### src/rtl/symtime_pkg.sv
package symtime_pkg;

  typedef enum logic [1:0] {
    PH_ON    = 2'b00,
    PH_LATE  = 2'b01,
    PH_EARLY = 2'b10
  } phase_e;

  typedef struct packed {
    logic decide;
    logic count;
  } tt_ctrl_t;

endpackage

### src/rtl/symtime_datapath.sv
module symtime_datapath
  import symtime_pkg::*;
#(
  parameter int OSR       = 8,
  parameter int MIN_MATCH = 2,
  parameter int CNT_W     = $clog2(OSR + 2)
) (
  input  logic             clk,
  input  logic             rstN,
  input  tt_ctrl_t         ctrl,
  input  logic [OSR-1:0]   midWindow,
  input  logic             msbDecided,
  output logic [CNT_W-1:0] nextInterval,
  output logic [1:0]       earlyLate
);

  localparam int SUM_W = $clog2(OSR * (OSR - 1) / 2 + 1);
  localparam int PW    = $clog2((OSR + 1) * OSR + 1) + 1;

  logic [CNT_W-1:0] matchCnt;
  logic [SUM_W-1:0] idxSum;
  logic [PW-1:0]    twiceSum, lateLim, earlyLim;
  phase_e           phase, phaseQ;

  // Count the agreeing samples and sum their positions.
  always_comb begin
    matchCnt = '0;
    idxSum   = '0;
    for (int i = 0; i < OSR; i++) begin
      if (midWindow[i] == msbDecided) begin
        matchCnt = matchCnt + CNT_W'(1);
        idxSum   = idxSum + SUM_W'(i);
      end
    end
  end

  // Compare the rounded mean with the region limits without dividing.
  // A late centre is a mean below OSR/2-1.5; an early centre is a mean of OSR/2+0.5 or more.
  always_comb begin
    twiceSum = PW'(idxSum) << 1;
    lateLim  = PW'(matchCnt) * PW'(OSR - 3);
    earlyLim = PW'(matchCnt) * PW'(OSR + 1);
    if (matchCnt < CNT_W'(MIN_MATCH))
      phase = PH_ON;
    else if (twiceSum < lateLim)
      phase = PH_LATE;
    else if (twiceSum >= earlyLim)
      phase = PH_EARLY;
    else
      phase = PH_ON;
  end

  always_comb begin
    unique case (phase)
      PH_LATE:  nextInterval = CNT_W'(OSR + 1);
      PH_EARLY: nextInterval = CNT_W'(OSR - 1);
      default:  nextInterval = CNT_W'(OSR);
    endcase
  end

  always_ff @(posedge clk) begin
    if (!rstN)
      phaseQ <= PH_ON;
    else if (ctrl.decide)
      phaseQ <= phase;
  end

  assign earlyLate = phaseQ;

  assert_flags_hold_R8: assert property (@(posedge clk) disable iff (!rstN)
    !ctrl.decide |=> $stable(earlyLate));

  assert_sparse_on_time_R4: assert property (@(posedge clk) disable iff (!rstN)
    (ctrl.decide && (matchCnt < CNT_W'(MIN_MATCH))) |=> (earlyLate == 2'b00));

  assert_legal_flags_R5: assert property (@(posedge clk) disable iff (!rstN)
    earlyLate != 2'b11);

endmodule

### src/rtl/symtime_control.sv
module symtime_control
  import symtime_pkg::*;
#(
  parameter int OSR   = 8,
  parameter int CNT_W = $clog2(OSR + 2)
) (
  input  logic             clk,
  input  logic             rstN,
  input  logic             sampleEn,
  input  logic [CNT_W-1:0] nextInterval,
  output tt_ctrl_t         ctrl,
  output logic             symStrobe
);

  logic [CNT_W-1:0] remaining;

  always_comb begin
    ctrl.decide = sampleEn && (remaining == CNT_W'(1));
    ctrl.count  = sampleEn && (remaining != CNT_W'(1));
  end

  always_ff @(posedge clk) begin
    if (!rstN)
      remaining <= CNT_W'(OSR);
    else if (ctrl.decide)
      remaining <= nextInterval;
    else if (ctrl.count)
      remaining <= remaining - CNT_W'(1);
  end

  assign symStrobe = ctrl.decide;

  assert_idle_holds_R9: assert property (@(posedge clk) disable iff (!rstN)
    !sampleEn |=> $stable(remaining));

  assert_strobe_spacing_R2: assert property (@(posedge clk) disable iff (!rstN)
    symStrobe |=> !symStrobe);

  assert_reload_range_R7: assert property (@(posedge clk) disable iff (!rstN)
    ctrl.decide |=> ((remaining >= CNT_W'(OSR - 1)) && (remaining <= CNT_W'(OSR + 1))));

  assert_count_nonzero_R1: assert property (@(posedge clk) disable iff (!rstN)
    remaining != '0);

endmodule

### src/rtl/symtime_tracker.sv
module symtime_tracker
  import symtime_pkg::*;
#(
  parameter int OSR       = 8,
  parameter int MIN_MATCH = 2
) (
  input  logic           clk,
  input  logic           rstN,
  input  logic           sampleEn,
  input  logic [OSR-1:0] midWindow,
  input  logic           msbDecided,
  output logic           symStrobe,
  output logic [1:0]     earlyLate
);

  localparam int CNT_W = $clog2(OSR + 2);

  tt_ctrl_t         ctrl;
  logic [CNT_W-1:0] nextInterval;

  symtime_control #(.OSR(OSR), .CNT_W(CNT_W)) control_i (
    .clk          (clk),
    .rstN         (rstN),
    .sampleEn     (sampleEn),
    .nextInterval (nextInterval),
    .ctrl         (ctrl),
    .symStrobe    (symStrobe)
  );

  symtime_datapath #(.OSR(OSR), .MIN_MATCH(MIN_MATCH), .CNT_W(CNT_W)) datapath_i (
    .clk          (clk),
    .rstN         (rstN),
    .ctrl         (ctrl),
    .midWindow    (midWindow),
    .msbDecided   (msbDecided),
    .nextInterval (nextInterval),
    .earlyLate    (earlyLate)
  );

endmodule

### config.mk
export PLATFORM = sky130hd
export DESIGN_NAME = symtime_tracker
export DESIGN_NICKNAME = d
export VERILOG_FILES = /design/src/rtl/symtime_pkg.sv /design/src/rtl/symtime_datapath.sv /design/src/rtl/symtime_control.sv /design/src/rtl/symtime_tracker.sv
export SDC_FILE = /design/constraint.sdc
export NUM_CORES = 1
export LEC_CHECK = 0
export BUFFER_PORTS_ARGS = -buffer_cell sky130_fd_sc_hd__buf_2
export CAP_MARGIN = 20
export CORE_MARGIN = 2
export CORE_UTILIZATION = 62
export CTS_CLUSTER_DIAMETER = 30
export CTS_CLUSTER_SIZE = 28
export DETAILED_ROUTE_END_ITERATION = 16
export PLACE_DENSITY = 0.82
export SETUP_SLACK_MARGIN = 0.1
export SKIP_CTS_REPAIR_TIMING = 1
export SYNTH_ARGS = -nofsm -noshare
export SYNTH_HDL_FRONTEND = slang
export SYNTH_HIERARCHICAL = 1
export SYNTH_SLANG_ARGS = --single-unit
### constraint.sdc
create_clock -name clk -period 13.7 [get_ports clk]
set_clock_uncertainty 0.15 [all_clocks]
set_input_delay 0 -clock clk [delete_from_list [all_inputs] [get_ports clk]]
set_output_delay 0 -clock clk [all_outputs]
set_load 0.02 [all_outputs]
# Word-level counts from Yosys, hierarchy flattened
# Index checks and enable logic that the tools add are counted.
[totals] ff_bits=6 input_bits=12 output_inout_bits=3
[classes] add_sub_neg=14 multipliers=2 n_lt_le_gt_ge=3 n_eq_ne=12 n_mux=21 n_reduce_logical=3
[op_table] cell="two-way mux 4 bit" count=9
[op_table] cell="two-way mux 5 bit" count=6
[op_table] cell="adder 4 x 1 -> 4 bit (second input constant)" count=6
[op_table] cell="adder 5 x 3 -> 5 bit (second input constant)" count=4
[op_table] cell="equality test 1 bit" count=8
[op_table] cell="greater-or-equal comparator 6 x 8 -> 1 bit" count=1
[op_table] cell="multiplier 4 x 4 -> 8 bit (second input constant)" count=1
[op_table] cell="case mux 4 bit (2 select lines)" count=1
[op_table] cell="less-than comparator 6 x 7 -> 1 bit" count=1
[op_table] cell="multiplier 4 x 3 -> 7 bit (second input constant)" count=1
[op_table] cell="two-way mux 2 bit" count=3
[op_table] cell="adder 5 x 2 -> 5 bit (second input constant)" count=1
[op_table] cell="equality test 4 x 1 -> 1 bit (second input constant)" count=1
[op_table] cell="less-than comparator 4 x 2 -> 1 bit (second input constant)" count=1
[op_table] cell="!= test 4 x 1 -> 1 bit (second input constant)" count=1
[op_table] cell="subtractor 4 x 1 -> 4 bit (second input constant)" count=1
[op_table] cell="adder 1 x 2 -> 3 bit (second input constant)" count=1
[op_table] cell="adder 1 x 1 -> 2 bit (second input constant)" count=1
[op_table] cell="equality test 2 x 1 -> 1 bit (second input constant)" count=1
[op_table] cell="equality test 2 bit (second input constant)" count=1
[op_table] cell="logical AND 1 bit" count=2
[op_table] cell="two-way mux 1 bit" count=2
[op_table] cell="nonzero test 2 bit" count=1

# Logic depth before layout (Yosys ltp)
[logic_depth] ltp_word=24 depth_mapped=40

# Modules after synthesis
# Netlist, hierarchy kept.
[by_module_without_submodules] module="symtime_datapath" instances=1 cells_each=254 area_each_um2=1894.3 seq_area_each_um2=40.0
[by_module_without_submodules] module="symtime_control" instances=1 cells_each=32 area_each_um2=275.3 seq_area_each_um2=80.1

# Least setup slack after synthesis
# OpenSTA, ideal clock, no wires.
[synth_timing] path_type="input-to-reg" from="input msbDecided" to="register control_i.remaining[2]" t_arrival_ps=7580 t_required_ps=13434 slack_ps=5854 stages=37 cell_sequence="buf_1 buf_2 clkbuf_1 buf_2 xor2_1 ha_1 xnor2_2 xor2_1 ha_1 or4bb_1 o31ai_1 a221oi_2 xnor2_1 nor2_1 nor2_1 ha_1 a211oi_1 o21ai_1 ha_1 o221ai_1 o21ai_0 o211ai_1 xor2_1 ha_1 ha_1 inv_1 fa_1 ha_1 a21o_1 a21oi_1 a211oi_1 and3_1 ha_1 buf_4 and4b_1 a311o_1 and3_1"
[synth_between] elab_chain_cells=24
[synth_rtl] element="from (decl)" line_no="symtime_tracker.sv:11" rtl="input logic msbDecided,"
[synth_rtl] element="equality test 1 bit" line_no="symtime_datapath.sv:30" rtl="if (midWindow[i] == msbDecided) begin"
[synth_rtl] element="two-way mux 1 bit" line_no="symtime_datapath.sv:30"
[synth_rtl] element="adder 1 x 1 -> 2 bit" line_no="symtime_datapath.sv:31" rtl="matchCnt = matchCnt + CNT_W'(1);"
[synth_rtl] element="two-way mux 4 bit" line_no="symtime_datapath.sv:30"
[synth_rtl] element="adder 4 x 1 -> 4 bit" line_no="symtime_datapath.sv:31"
[synth_rtl] element="two-way mux 4 bit" line_no="symtime_datapath.sv:30"
[synth_rtl] element="adder 4 x 1 -> 4 bit" line_no="symtime_datapath.sv:31"
[synth_rtl] element="two-way mux 4 bit" line_no="symtime_datapath.sv:30"
[synth_rtl] element="(+10 left out)"
[synth_rtl] element="two-way mux 2 bit" line_no="symtime_datapath.sv:47" rtl="else if (twiceSum >= earlyLim)"
[synth_rtl] element="two-way mux 2 bit" line_no="symtime_datapath.sv:45" rtl="else if (twiceSum < lateLim)"
[synth_rtl] element="two-way mux 2 bit *" line_no="symtime_datapath.sv:43" rtl="if (matchCnt < CNT_W'(MIN_MATCH))"
[synth_rtl] element="net datapath_i.phase[1]" line_no="symtime_datapath.sv:23" rtl="phase_e phase, phaseQ;"
[synth_rtl] element="equality test 2 bit / equality test 2 x 1 -> 1 bit (equally long branches)" line_no="symtime_datapath.sv:54" rtl="unique case (phase)"
[synth_rtl] element="case mux 4 bit (2 select lines) *" line_no="symtime_datapath.sv:54"
[synth_rtl] element="net nextInterval[2]" line_no="symtime_tracker.sv:19" rtl="logic [CNT_W-1:0] nextInterval;"
[synth_rtl] element="two-way mux 4 bit *" line_no="symtime_control.sv:25" rtl="else if (ctrl.decide)"
[synth_rtl] element="to (signal assigned)" line_no="symtime_control.sv:24" rtl="remaining <= CNT_W'(OSR);"
[synth_rtl] element="to (signal assigned)" line_no="symtime_control.sv:26" rtl="remaining <= nextInterval;"
[synth_rtl] element="to (signal assigned)" line_no="symtime_control.sv:28" rtl="remaining <= remaining - CNT_W'(1);"
[synth_rtl] element="to (decl)" line_no="symtime_control.sv:15" rtl="logic [CNT_W-1:0] remaining;"
# The timed path passes the listed nets; every way through them passes the cells marked *.
# A chain may end at the register's enable or synchronous reset.

# Worst setup path in the final report
[layout_timing] from="input msbDecided" to="register control_i.remaining[3]"
# Same word-level chain as after synthesis.

==> results.py <==
metrics = {
    "floorplanning": {
        "fp.coreArea_um2": 3340,
        "chipWidth_um": 63.1,
        "initial_core_util": 0.648,
        "num_io_pins": 15,
        "dieHeight_um": 63.1,
        "placement_rows": 21,
        "die_outline_area_um2": 3980,
    },
    "power": {
        "leakage_power_summed_over_all_cells_nw": 0.991,
        "comb_power_share": 0.897,
        "p_sw_frac": 0.532,
        "irDropWorstVdd_v": 0.0000645,
        "power.share.clock": 0.046,
        "internal_power_w": 0.000173,
        "switchingPower_w": 0.000196,
        "power.sequential.fraction": 0.057,
        "power_density_nw_per_um2": 163,
    },
    "setup_path": {
        "crit_top_cell": "sky130_fd_sc_hd__ha_1",
        "crit_fanout": 40,
        "worstSetupEndpointType": "register",
        "criticalPathCategory": "primary input to register",
        "required_ns": 13.69,
        "crit_arrival_ns": 7.87,
        "ff2ff_setup_slack_ns": 11.80,
        "delay_of_the_slowest_cell_on_the_worst_path_ns": 0.55,
        "cell_with_the_largest_stage_delay_on_the_worst_path": "sky130_fd_sc_hd__dlygate4sd3_1",
        "critical_path.top_delay_family": "adder cells",
        "worst_setup_path_start_kind": "primary input",
        "cp.buffers_inverters": 4,
    },
    "layout": {
        "antenna_cells_inserted": 0,
        "drive_gt1_frac": 0.122,
        "finalNetCount": 332,
        "area_delta_synth_final_pct": 4.51,
        "post_layout_nonfiller_instances": 333,
    },
    "cts": {
        "max-clock-path-buffers": 2,
        "cts_tree": "built",
        "cts.reportedPaths.clkPinSlew_ns": 0.05,
        "htree_num_levels": 1,
        "clock_latency_ns": 0.25,
        "cts.root.buffer_cell": "sky130_fd_sc_hd__clkbuf_4",
        "tritoncts_num_sinks": 6,
        "cts_inserted_buffers": 3,
    },
    "synthesis": {
        "synth_warnings": 6,
        "netlist_instances": 285,
        "synthesis.area_per_instance_um2": 7.59,
        "synth.cell_area_um2": 2160,
        "synth.net_count": 328,
    },
    "grt": {
        "grt_pass1_vias": 1811,
        "grt_pass1_wl_um": 7670,
        "grt_use_total": 0.230,
        "antenna_found_initial": 0,
        "grt-ovfl-total": 0,
        "grt_max_degree": 41,
    },
    "sta": {
        "max_freq_mhz": 127,
        "rsz0062_at_grt": "no",
        "worst_slew_pin_slew_ns": 0.673,
        "setup_total_negative_slack_ns": 0,
        "period_share": 0.575,
        "setup_violations": 0,
        "hold_viol_final": 0,
        "report.final.slew_viol_count": 0,
        "finalCriticalPeriod_ns": 7.88,
        "max-slew-margin-rel": 0.551,
    },
    "detailed_routing": {
        "detail_route.first_pass.iterations": 4,
        "routed_wire_length_per_instance_um": 13.0,
        "dr_total_vias": 1967,
        "postRouteAntennaNets": 0,
        "detailedRoute.firstIterationViolations": 82,
        "drc": 0,
        "route.detailed.vias_per_inst": 5.91,
        "postRouteWirelength_um": 4340,
    },
    "outcome": {
        "result_of_the_run": "complete, no violations",
    },
    "flow_run": {
        "cap_viol_max_count": 0,
    },
    "place": {
        "dpl_cells": 327,
        "io_buffer_count": 14,
        "final_wtd_congestion": 0.814,
        "place_hpwl_um": 3420,
    },
    "worst_hold_path": {
        "hold_path_class": "register to register",
    },
}
path summary, 6_finish.rpt:
path | start | end | cells after the start
hold reg to reg | datapath_i/earlyLate[1]$_SDFFE_PN0P_ | datapath_i/earlyLate[1]$_SDFFE_PN0P_ | 2
hold / removal | datapath_i/earlyLate[1]$_SDFFE_PN0P_ | datapath_i/earlyLate[1]$_SDFFE_PN0P_ | 2
setup reg to reg | control_i/remaining[0]$_SDFFE_PN0P_ | control_i/remaining[3]$_SDFFE_PN1P_ | 5
setup / recovery | msbDecided | control_i/remaining[3]$_SDFFE_PN1P_ | 34
per-stage QoR:
stage	total power [W]	utilization	instance area, um^2	hold slack, ns	setup slack (ns)
floorplan	0.000290	-	2160	-0.0782	5.85
global placement	0.000334	0.662	2210	0.0785	5.91
detailed placement	0.000348	0.662	2210	0.0897	5.73
CTS	0.000368	0.669	2230	-0.183	5.97
global route	0.000422	0.678	2260	0.361	5.05
finish	0.000369	0.678	2260	0.315	5.82
routing by layer:
metal	part of all wire	global-route usage
met1	0.49	0.294
met2	0.49	0.398
met3	0.024	0.0446
met4	0.0028	0.0500
met5	0	0
worst register-to-register path, cell delays in order, from the launching register on:
cell and delay [ns]:
sky130_fd_sc_hd__dfxtp_1 0.38, sky130_fd_sc_hd__ha_1 0.24, sky130_fd_sc_hd__nor3b_2 0.34, sky130_fd_sc_hd__nand3_1 0.12, sky130_fd_sc_hd__nand3_1 0.08, sky130_fd_sc_hd__dlygate4sd3_1 0.54
layout by cell type, fill, tap and decap left out, types with 5 or more instances in the layout:
master / n
sky130_fd_sc_hd__a21oi_1: 13
sky130_fd_sc_hd__o211ai_1: 5
sky130_fd_sc_hd__mux2i_1: 5
sky130_fd_sc_hd__buf_2: 14
sky130_fd_sc_hd__dfxtp_1: 6
sky130_fd_sc_hd__nor2b_1: 5
sky130_fd_sc_hd__xnor2_1: 21
sky130_fd_sc_hd__xor2_1: 12
sky130_fd_sc_hd__ha_1: 30
sky130_fd_sc_hd__nand2_1: 21
sky130_fd_sc_hd__o21ai_0: 6
sky130_fd_sc_hd__inv_1: 22
sky130_fd_sc_hd__nand3_1: 5
sky130_fd_sc_hd__nor2_1: 25
power groups by stage:
| stage | clock network [W] | registers (W) | logic, W |
|---|---|---|---|
| 3_3_place_gp | 0 | 0.0000213 | 0.000312 |
| 2_1_floorplan | 0 | 0.0000212 | 0.000269 |
| 4_1_cts | 0.0000180 | 0.0000211 | 0.000329 |
| 6_report | 0.0000169 | 0.0000211 | 0.000331 |
| 3_5_place_dp | 0 | 0.0000214 | 0.000326 |
| 5_1_grt | 0.0000192 | 0.0000213 | 0.000382 |
layout make-up:
type,instances,area [um^2]
clock buffers,3,22.5
repair buffers,17,100
flip-flops and latches,6,120
well taps,46,57.6
fillers,302,1080
multi-input cells,238,1870
inverters,23,86.3
state kept, by name (all words and copies together) (netlist names):
signal,flops
control_i/remaining,4
datapath_i/earlyLate,2
No activity file was read; power rests on OpenSTA's default activity.
